--- config.mk ---
export PLATFORM = sky130hd
export DESIGN_NAME = guarded_tlb
export DESIGN_NICKNAME = d
export VERILOG_FILES = /design/src/rtl/guarded_tlb_pkg.sv /design/src/rtl/guarded_tlb_ctrl.sv /design/src/rtl/guarded_tlb_array.sv /design/src/rtl/guarded_tlb.sv
export SDC_FILE = /design/constraint.sdc
export NUM_CORES = 2
export LEC_CHECK = 0
export ABC_AREA = 1
export BUFFER_PORTS_ARGS = -buffer_cell sky130_fd_sc_hd__buf_2
export CAP_MARGIN = 10
export CORE_UTILIZATION = 35
export DETAILED_ROUTE_END_ITERATION = 7
export SLEW_MARGIN = 15
export SYNTH_ARGS = -nofsm -noshare
export SYNTH_HDL_FRONTEND = slang
export SYNTH_HIERARCHICAL = 1
export SYNTH_SLANG_ARGS = --single-unit
--- constraint.sdc ---
create_clock -name clk -period 6.2 [get_ports clk]
set_input_delay 0.93 -clock clk [delete_from_list [all_inputs] [get_ports clk]]
set_output_delay 0.93 -clock clk [all_outputs]
set_load 0.1 [all_outputs]
--- src/rtl/guarded_tlb_pkg.sv ---
package guarded_tlb_pkg;

  // Strobes sent from the control decoder to the entry array.
  typedef struct packed {
    logic load;        // indexed write this cycle
    logic bulkKill;    // clear every unguarded entry
    logic localKill;   // targeted clear, local origin
    logic remoteKill;  // targeted clear, remote origin
  } tlbStrobes_t;

endpackage

--- src/rtl/guarded_tlb_ctrl.sv ---
module guarded_tlb_ctrl
  import guarded_tlb_pkg::*;
(
  input  logic        wrEn,
  input  logic        invEn,
  input  logic        invSrc,
  input  logic        invAll,
  input  logic        flashInv,
  output tlbStrobes_t strobes
);

  logic targeted;

  always_comb begin
    targeted           = invEn && !invAll;
    strobes.load       = wrEn;
    strobes.bulkKill   = flashInv || (invEn && invAll);
    strobes.localKill  = targeted && !invSrc;
    strobes.remoteKill = targeted && invSrc;
  end

endmodule

--- src/rtl/guarded_tlb_array.sv ---
module guarded_tlb_array
  import guarded_tlb_pkg::*;
#(
  parameter int NUM_ENTRIES = 16,
  parameter int ADDR_W      = 32,
  parameter int PAGE_SHIFT  = 12,
  parameter int SIZE_W      = 2,
  parameter int SIZE_STEP   = 4,
  localparam int IDX_W      = $clog2(NUM_ENTRIES),
  localparam int TAG_W      = ADDR_W - PAGE_SHIFT
) (
  input  logic                   clk,
  input  logic                   rstN,
  input  tlbStrobes_t            strobes,
  input  logic [IDX_W-1:0]       wrIdx,
  input  logic                   wrValid,
  input  logic                   wrProt,
  input  logic [TAG_W-1:0]       wrTag,
  input  logic [SIZE_W-1:0]      wrSize,
  input  logic [TAG_W-1:0]       wrRpn,
  input  logic [ADDR_W-1:0]      invVa,
  input  logic [ADDR_W-1:0]      lkVa,
  output logic                   lkHit,
  output logic [IDX_W-1:0]       lkIdx,
  output logic [ADDR_W-1:0]      lkPa,
  output logic                   lkMulti,
  output logic [NUM_ENTRIES-1:0] entValid,
  output logic [NUM_ENTRIES-1:0] entProt
);

  // Bit b of the returned mask is 1 when tag bit b takes part in the compare.
  function automatic logic [TAG_W-1:0] sizeMask(input logic [SIZE_W-1:0] code);
    logic [TAG_W-1:0] m;
    m = '0;
    for (int b = 0; b < TAG_W; b++) begin
      m[b] = (b >= SIZE_STEP * int'(code));
    end
    return m;
  endfunction

  logic [TAG_W-1:0]       lkTag;
  logic [TAG_W-1:0]       invTag;
  logic [NUM_ENTRIES-1:0] lkMatch;
  logic [NUM_ENTRIES-1:0] invMatch;
  logic [TAG_W-1:0]       maskE [NUM_ENTRIES];
  logic [TAG_W-1:0]       rpnE  [NUM_ENTRIES];

  assign lkTag  = lkVa[ADDR_W-1:PAGE_SHIFT];
  assign invTag = invVa[ADDR_W-1:PAGE_SHIFT];

  for (genvar i = 0; i < NUM_ENTRIES; i++) begin : g_entry
    logic              validR;
    logic              protR;
    logic [TAG_W-1:0]  tagR;
    logic [SIZE_W-1:0] sizeR;
    logic [TAG_W-1:0]  rpnR;
    logic              selW;
    logic              killHit;

    assign selW     = strobes.load && (wrIdx == IDX_W'(i));
    assign maskE[i] = sizeMask(sizeR);
    assign rpnE[i]  = rpnR;
    assign lkMatch[i]  = validR && (((lkTag ^ tagR) & maskE[i]) == '0);
    assign invMatch[i] = (((invTag ^ tagR) & maskE[i]) == '0);
    assign killHit  = strobes.bulkKill ||
                      ((strobes.localKill || strobes.remoteKill) && invMatch[i]);
    assign entValid[i] = validR;
    assign entProt[i]  = protR;

    always_ff @(posedge clk or negedge rstN) begin
      if (!rstN) begin
        validR <= 1'b0;
        protR  <= 1'b0;
      end else if (selW) begin
        validR <= wrValid;
        protR  <= wrProt;
      end else if (validR && !protR && killHit) begin
        validR <= 1'b0;
      end
    end

    always_ff @(posedge clk or negedge rstN) begin
      if (!rstN) begin
        tagR  <= '0;
        sizeR <= '0;
        rpnR  <= '0;
      end else if (selW) begin
        tagR  <= wrTag;
        sizeR <= wrSize;
        rpnR  <= wrRpn;
      end
    end
  end

  // Lowest-index priority select.
  logic [IDX_W-1:0] hitIdx;
  logic             found;

  always_comb begin
    hitIdx = '0;
    found  = 1'b0;
    for (int i = 0; i < NUM_ENTRIES; i++) begin
      if (lkMatch[i] && !found) begin
        hitIdx = IDX_W'(i);
        found  = 1'b1;
      end
    end
  end

  logic [TAG_W-1:0] selMask;
  logic [TAG_W-1:0] selRpn;

  always_comb begin
    selMask = maskE[hitIdx];
    selRpn  = rpnE[hitIdx];
    lkHit   = found;
    lkIdx   = hitIdx;
    lkMulti = ($countones(lkMatch) > 1);
    if (found) begin
      lkPa = {(selRpn & selMask) | (lkTag & ~selMask), lkVa[PAGE_SHIFT-1:0]};
    end else begin
      lkPa = '0;
    end
  end

endmodule

--- src/rtl/guarded_tlb.sv ---
module guarded_tlb
  import guarded_tlb_pkg::*;
#(
  parameter int NUM_ENTRIES = 16,
  parameter int ADDR_W      = 32,
  parameter int PAGE_SHIFT  = 12,
  parameter int SIZE_W      = 2,
  parameter int SIZE_STEP   = 4,
  localparam int IDX_W      = $clog2(NUM_ENTRIES),
  localparam int TAG_W      = ADDR_W - PAGE_SHIFT
) (
  input  logic              clk,
  input  logic              rstN,
  input  logic [ADDR_W-1:0] lkVa,
  output logic              lkHit,
  output logic [IDX_W-1:0]  lkIdx,
  output logic [ADDR_W-1:0] lkPa,
  output logic              lkMulti,
  input  logic              wrEn,
  input  logic [IDX_W-1:0]  wrIdx,
  input  logic              wrValid,
  input  logic              wrProt,
  input  logic [TAG_W-1:0]  wrTag,
  input  logic [SIZE_W-1:0] wrSize,
  input  logic [TAG_W-1:0]  wrRpn,
  input  logic              invEn,
  input  logic              invSrc,
  input  logic              invAll,
  input  logic [ADDR_W-1:0] invVa,
  input  logic              flashInv
);

  tlbStrobes_t            strobes;
  logic [NUM_ENTRIES-1:0] entValid;
  logic [NUM_ENTRIES-1:0] entProt;

  guarded_tlb_ctrl u_ctrl (
    .wrEn     (wrEn),
    .invEn    (invEn),
    .invSrc   (invSrc),
    .invAll   (invAll),
    .flashInv (flashInv),
    .strobes  (strobes)
  );

  guarded_tlb_array #(
    .NUM_ENTRIES (NUM_ENTRIES),
    .ADDR_W      (ADDR_W),
    .PAGE_SHIFT  (PAGE_SHIFT),
    .SIZE_W      (SIZE_W),
    .SIZE_STEP   (SIZE_STEP)
  ) u_array (
    .clk      (clk),
    .rstN     (rstN),
    .strobes  (strobes),
    .wrIdx    (wrIdx),
    .wrValid  (wrValid),
    .wrProt   (wrProt),
    .wrTag    (wrTag),
    .wrSize   (wrSize),
    .wrRpn    (wrRpn),
    .invVa    (invVa),
    .lkVa     (lkVa),
    .lkHit    (lkHit),
    .lkIdx    (lkIdx),
    .lkPa     (lkPa),
    .lkMulti  (lkMulti),
    .entValid (entValid),
    .entProt  (entProt)
  );

endmodule

==> impl_summary.log <==
INFO  metric status = complete, but fails checks
INFO  metric failing_checks = negative setup slack
INFO  metric mappedNetlistNets = 5355
INFO  metric power_density = 311 mW/mm^2
INFO  metric rr_endpoint = u_array/g_entry[1].validR$_DFFE_PN0P_
INFO  metric cp_launch_type = primary input
INFO  metric numClockSinks = 704
INFO  metric max_clock_freq = 154 MHz
INFO  metric rr_worst_depth = 8
INFO  metric clock_tree.root_cell = sky130_fd_sc_hd__clkbuf_16
INFO  metric comb_power_share = 23.8%
INFO  metric area_delta_synth_final = 22.8%
INFO  metric core_outline_area = 0.114 mm^2
INFO  metric placedCellCount = 6908
INFO  metric cts_htree_levels = 3
INFO  metric report.final.hold_viol_count = 0
INFO  metric path_class = primary input to output port
INFO  metric grt_util_all_layers = 26.6%
INFO  metric gp_routability_congestion = 0.966
INFO  metric totalNegativeSetupSlack = -0.286 ns
INFO  metric global_route_wire_length_before_repair = 234000 um
INFO  metric clockPowerShare = 35.0%
INFO  metric drt.antenna.violating_nets = 0
INFO  metric cts_tree = done
INFO  metric cts.clk_slew.worst_paths = 0.06 ns
INFO  metric initial_core_utilization = 35.3%
INFO  metric switching_share = 33.4%
INFO  metric most-common-layout-cells = sky130_fd_sc_hd__nand2_1 (1333), sky130_fd_sc_hd__o21ai_0 (748), sky130_fd_sc_hd__dfrtp_1 (704), sky130_fd_sc_hd__nand3_1 (480), sky130_fd_sc_hd__inv_1 (379)
INFO  metric dpl_worst_slack = -0.730 ns
INFO  metric number_of_antenna_violations_at_the_first_check_in_global_routing = 14
INFO  metric die_extent_in_y = 341 um
INFO  metric critical_path_arrival = 5.56 ns
INFO  metric die_width = 341 um
INFO  metric max-slew-margin-rel = 21.2%
INFO  metric power.share.sequential = 41.2%
INFO  metric p_int = 10.2 mW
INFO  metric detailed_place_hpwl = 105000 um
INFO  metric tightest_slew = 1.18 ns
INFO  metric finalCriticalPeriod = 6.49 ns
INFO  metric stdcell_count = 7110
INFO  metric cts_buffers = 85
INFO  metric grt_setup_unrepaired = yes
INFO  metric final_common_cell = sky130_fd_sc_hd__nand2_1
INFO  metric max-vdd-ir-drop = 0.226 mV
INFO  metric grt_max_degree = 158
INFO  metric drive_gt1_share = 15.3%
INFO  metric route.detailed.vias_per_inst = 5.39
INFO  metric count_of_nets_after_finishing = 5660
INFO  metric worstReg2RegStart = u_array/g_entry[1].tagR[14]$_DFFE_PN0P_
INFO  metric hold_crit_class = primary input to async pin
INFO  metric detailedRoute.firstIterationViolations = 4255
INFO  metric cellLeakagePower = 23.2 nW
INFO  metric crit_path_end_kind = output port
INFO  metric timing.reg2reg.setup_slack = 3.35 ns
INFO  metric power.switching = 5.13 mW
INFO  metric worst-endpoint-required = 5.27 ns
INFO  metric detail_route.wirelength = 158000 um
INFO  metric yosys_warnings = 6
INFO  metric finalWorstSetupSlack = -0.286 ns
INFO  metric global_route.overflow_total = 0
INFO  metric io_buffers = 144
INFO  metric route.vias.total = 38.3k
INFO  metric finalCritPeriodShare = 105%
INFO  metric synthesis.instances = 5219
INFO  metric worst_skew_pair.late_latency = 0.70 ns
INFO  metric post_synth_design_cell_area = 0.0403 mm^2
INFO  metric clock_tree_buf_depth = 3
INFO  metric routed_wire_length_per_instance = 22.2 um
INFO  metric num_io_pins = 157
INFO  metric drv.max_cap_violation_count = 0
INFO  metric skew = 0.0401 ns
INFO  metric design.die.area = 0.116 mm^2
INFO  metric tritonroute_pass_1_iters = 6
INFO  metric first_global_vias = 36.4k
INFO  metric detail_route.drc_violations = 0
INFO  metric finalMaxSlewViolations = 0
INFO  metric crit_path_max_fanout = 5
INFO  metric setup_viol_count_final = 1
INFO  metric synthesis.area_per_instance = 7.72 um^2
INFO  metric rows = 124
metrics by stage:
step / total power, mW / hold slack, ns / area, um^2 / util (%)
after floorplan: 8.49 / 0.453 / 40400 / -
after global placement: 9.83 / 0.466 / 45500 / 39.9
after detailed placement: 9.91 / 0.473 / 45500 / 39.9
after CTS: 15.4 / 0.298 / 49000 / 42.9
after global routing: 16.2 / 0.308 / 49400 / 43.3
final: 15.4 / 0.257 / 49400 / 43.3
worst max-delay path by stage:
stage | from | to | slack (ns) | cells past startpoint
finish | lkVa[20] | lkMulti | -0.29 | 21
global route | lkVa[29] | lkMulti | -0.50 | 26
CTS | u_array/g_entry[1].tagR[17]$_DFFE_PN0P_ | lkMulti | -0.31 | 20
detailed placement | lkVa[23] | lkMulti | -0.73 | 21
global placement | lkVa[23] | lkMulti | -0.75 | 21
floorplan | lkVa[30] | lkMulti | -0.20 | 20
per-layer routing:
metal  up-vias  GRT usage, %  share of wire [%]
met5         -             0              0.058
li1      17797             -                  -
met2      1462          42.5                 46
met3       314          4.44                7.2
met1     18701          35.7                 43
met4        16          10.6                4.0
state kept, by name, summed over array words and instances (netlist names):
register / flops
u_array/g_entry.rpnR: 320
u_array/g_entry.tagR: 320
u_array/g_entry.sizeR: 32
u_array/g_entry.protR: 16
u_array/g_entry.validR: 16
layout make-up:
cell class                      instances  area (um^2)
Inverter                              415         1590
Sequential cell                       704        17600
Clock buffer                          126         2490
Clock inverter                         30          536
Timing Repair Buffer                  580         5460
Fill cell                           11533        64700
Tap cell                             1512         1890
Antenna cell                            5         12.5
Multi-Input combinational cell       3738        19800
what timing repair did:
item	4_1_cts	5_1_grt
setup endpoints to repair	16	21
pin swaps	29	15
cloned	0	6
hold buffers	0	0
resized for setup	67	40
buffers inserted	27	8
power groups by stage:
stage | Clock (mW) | Combinational (mW) | Sequential [mW]
final | 5.38 | 3.67 | 6.34
after floorplan | 0 | 2.31 | 6.19
after detailed placement | 0 | 3.53 | 6.38
after global routing | 5.64 | 4.08 | 6.45
after CTS | 5.47 | 3.61 | 6.32
after global placement | 0 | 3.46 | 6.36
critical path, cell delays in order:
cell and delay, ns:
sky130_fd_sc_hd__buf_6 0.11, sky130_fd_sc_hd__buf_6 0.13, sky130_fd_sc_hd__buf_4 0.15, sky130_fd_sc_hd__xor2_1 0.16, sky130_fd_sc_hd__o41ai_2 0.37, sky130_fd_sc_hd__buf_4 0.19, sky130_fd_sc_hd__nand4_1 0.14, sky130_fd_sc_hd__fa_1 0.54
sky130_fd_sc_hd__inv_1 0.05, sky130_fd_sc_hd__fa_1 0.51, sky130_fd_sc_hd__inv_2 0.04, sky130_fd_sc_hd__fa_1 0.51, sky130_fd_sc_hd__fa_1 0.41, sky130_fd_sc_hd__inv_1 0.07, sky130_fd_sc_hd__ha_2 0.18, sky130_fd_sc_hd__inv_2 0.04
sky130_fd_sc_hd__fa_2 0.33, sky130_fd_sc_hd__a211o_1 0.24, sky130_fd_sc_hd__nand2_2 0.08, sky130_fd_sc_hd__o2111ai_4 0.16, sky130_fd_sc_hd__buf_12 0.22
No activity file was read; power rests on OpenSTA's default activity.
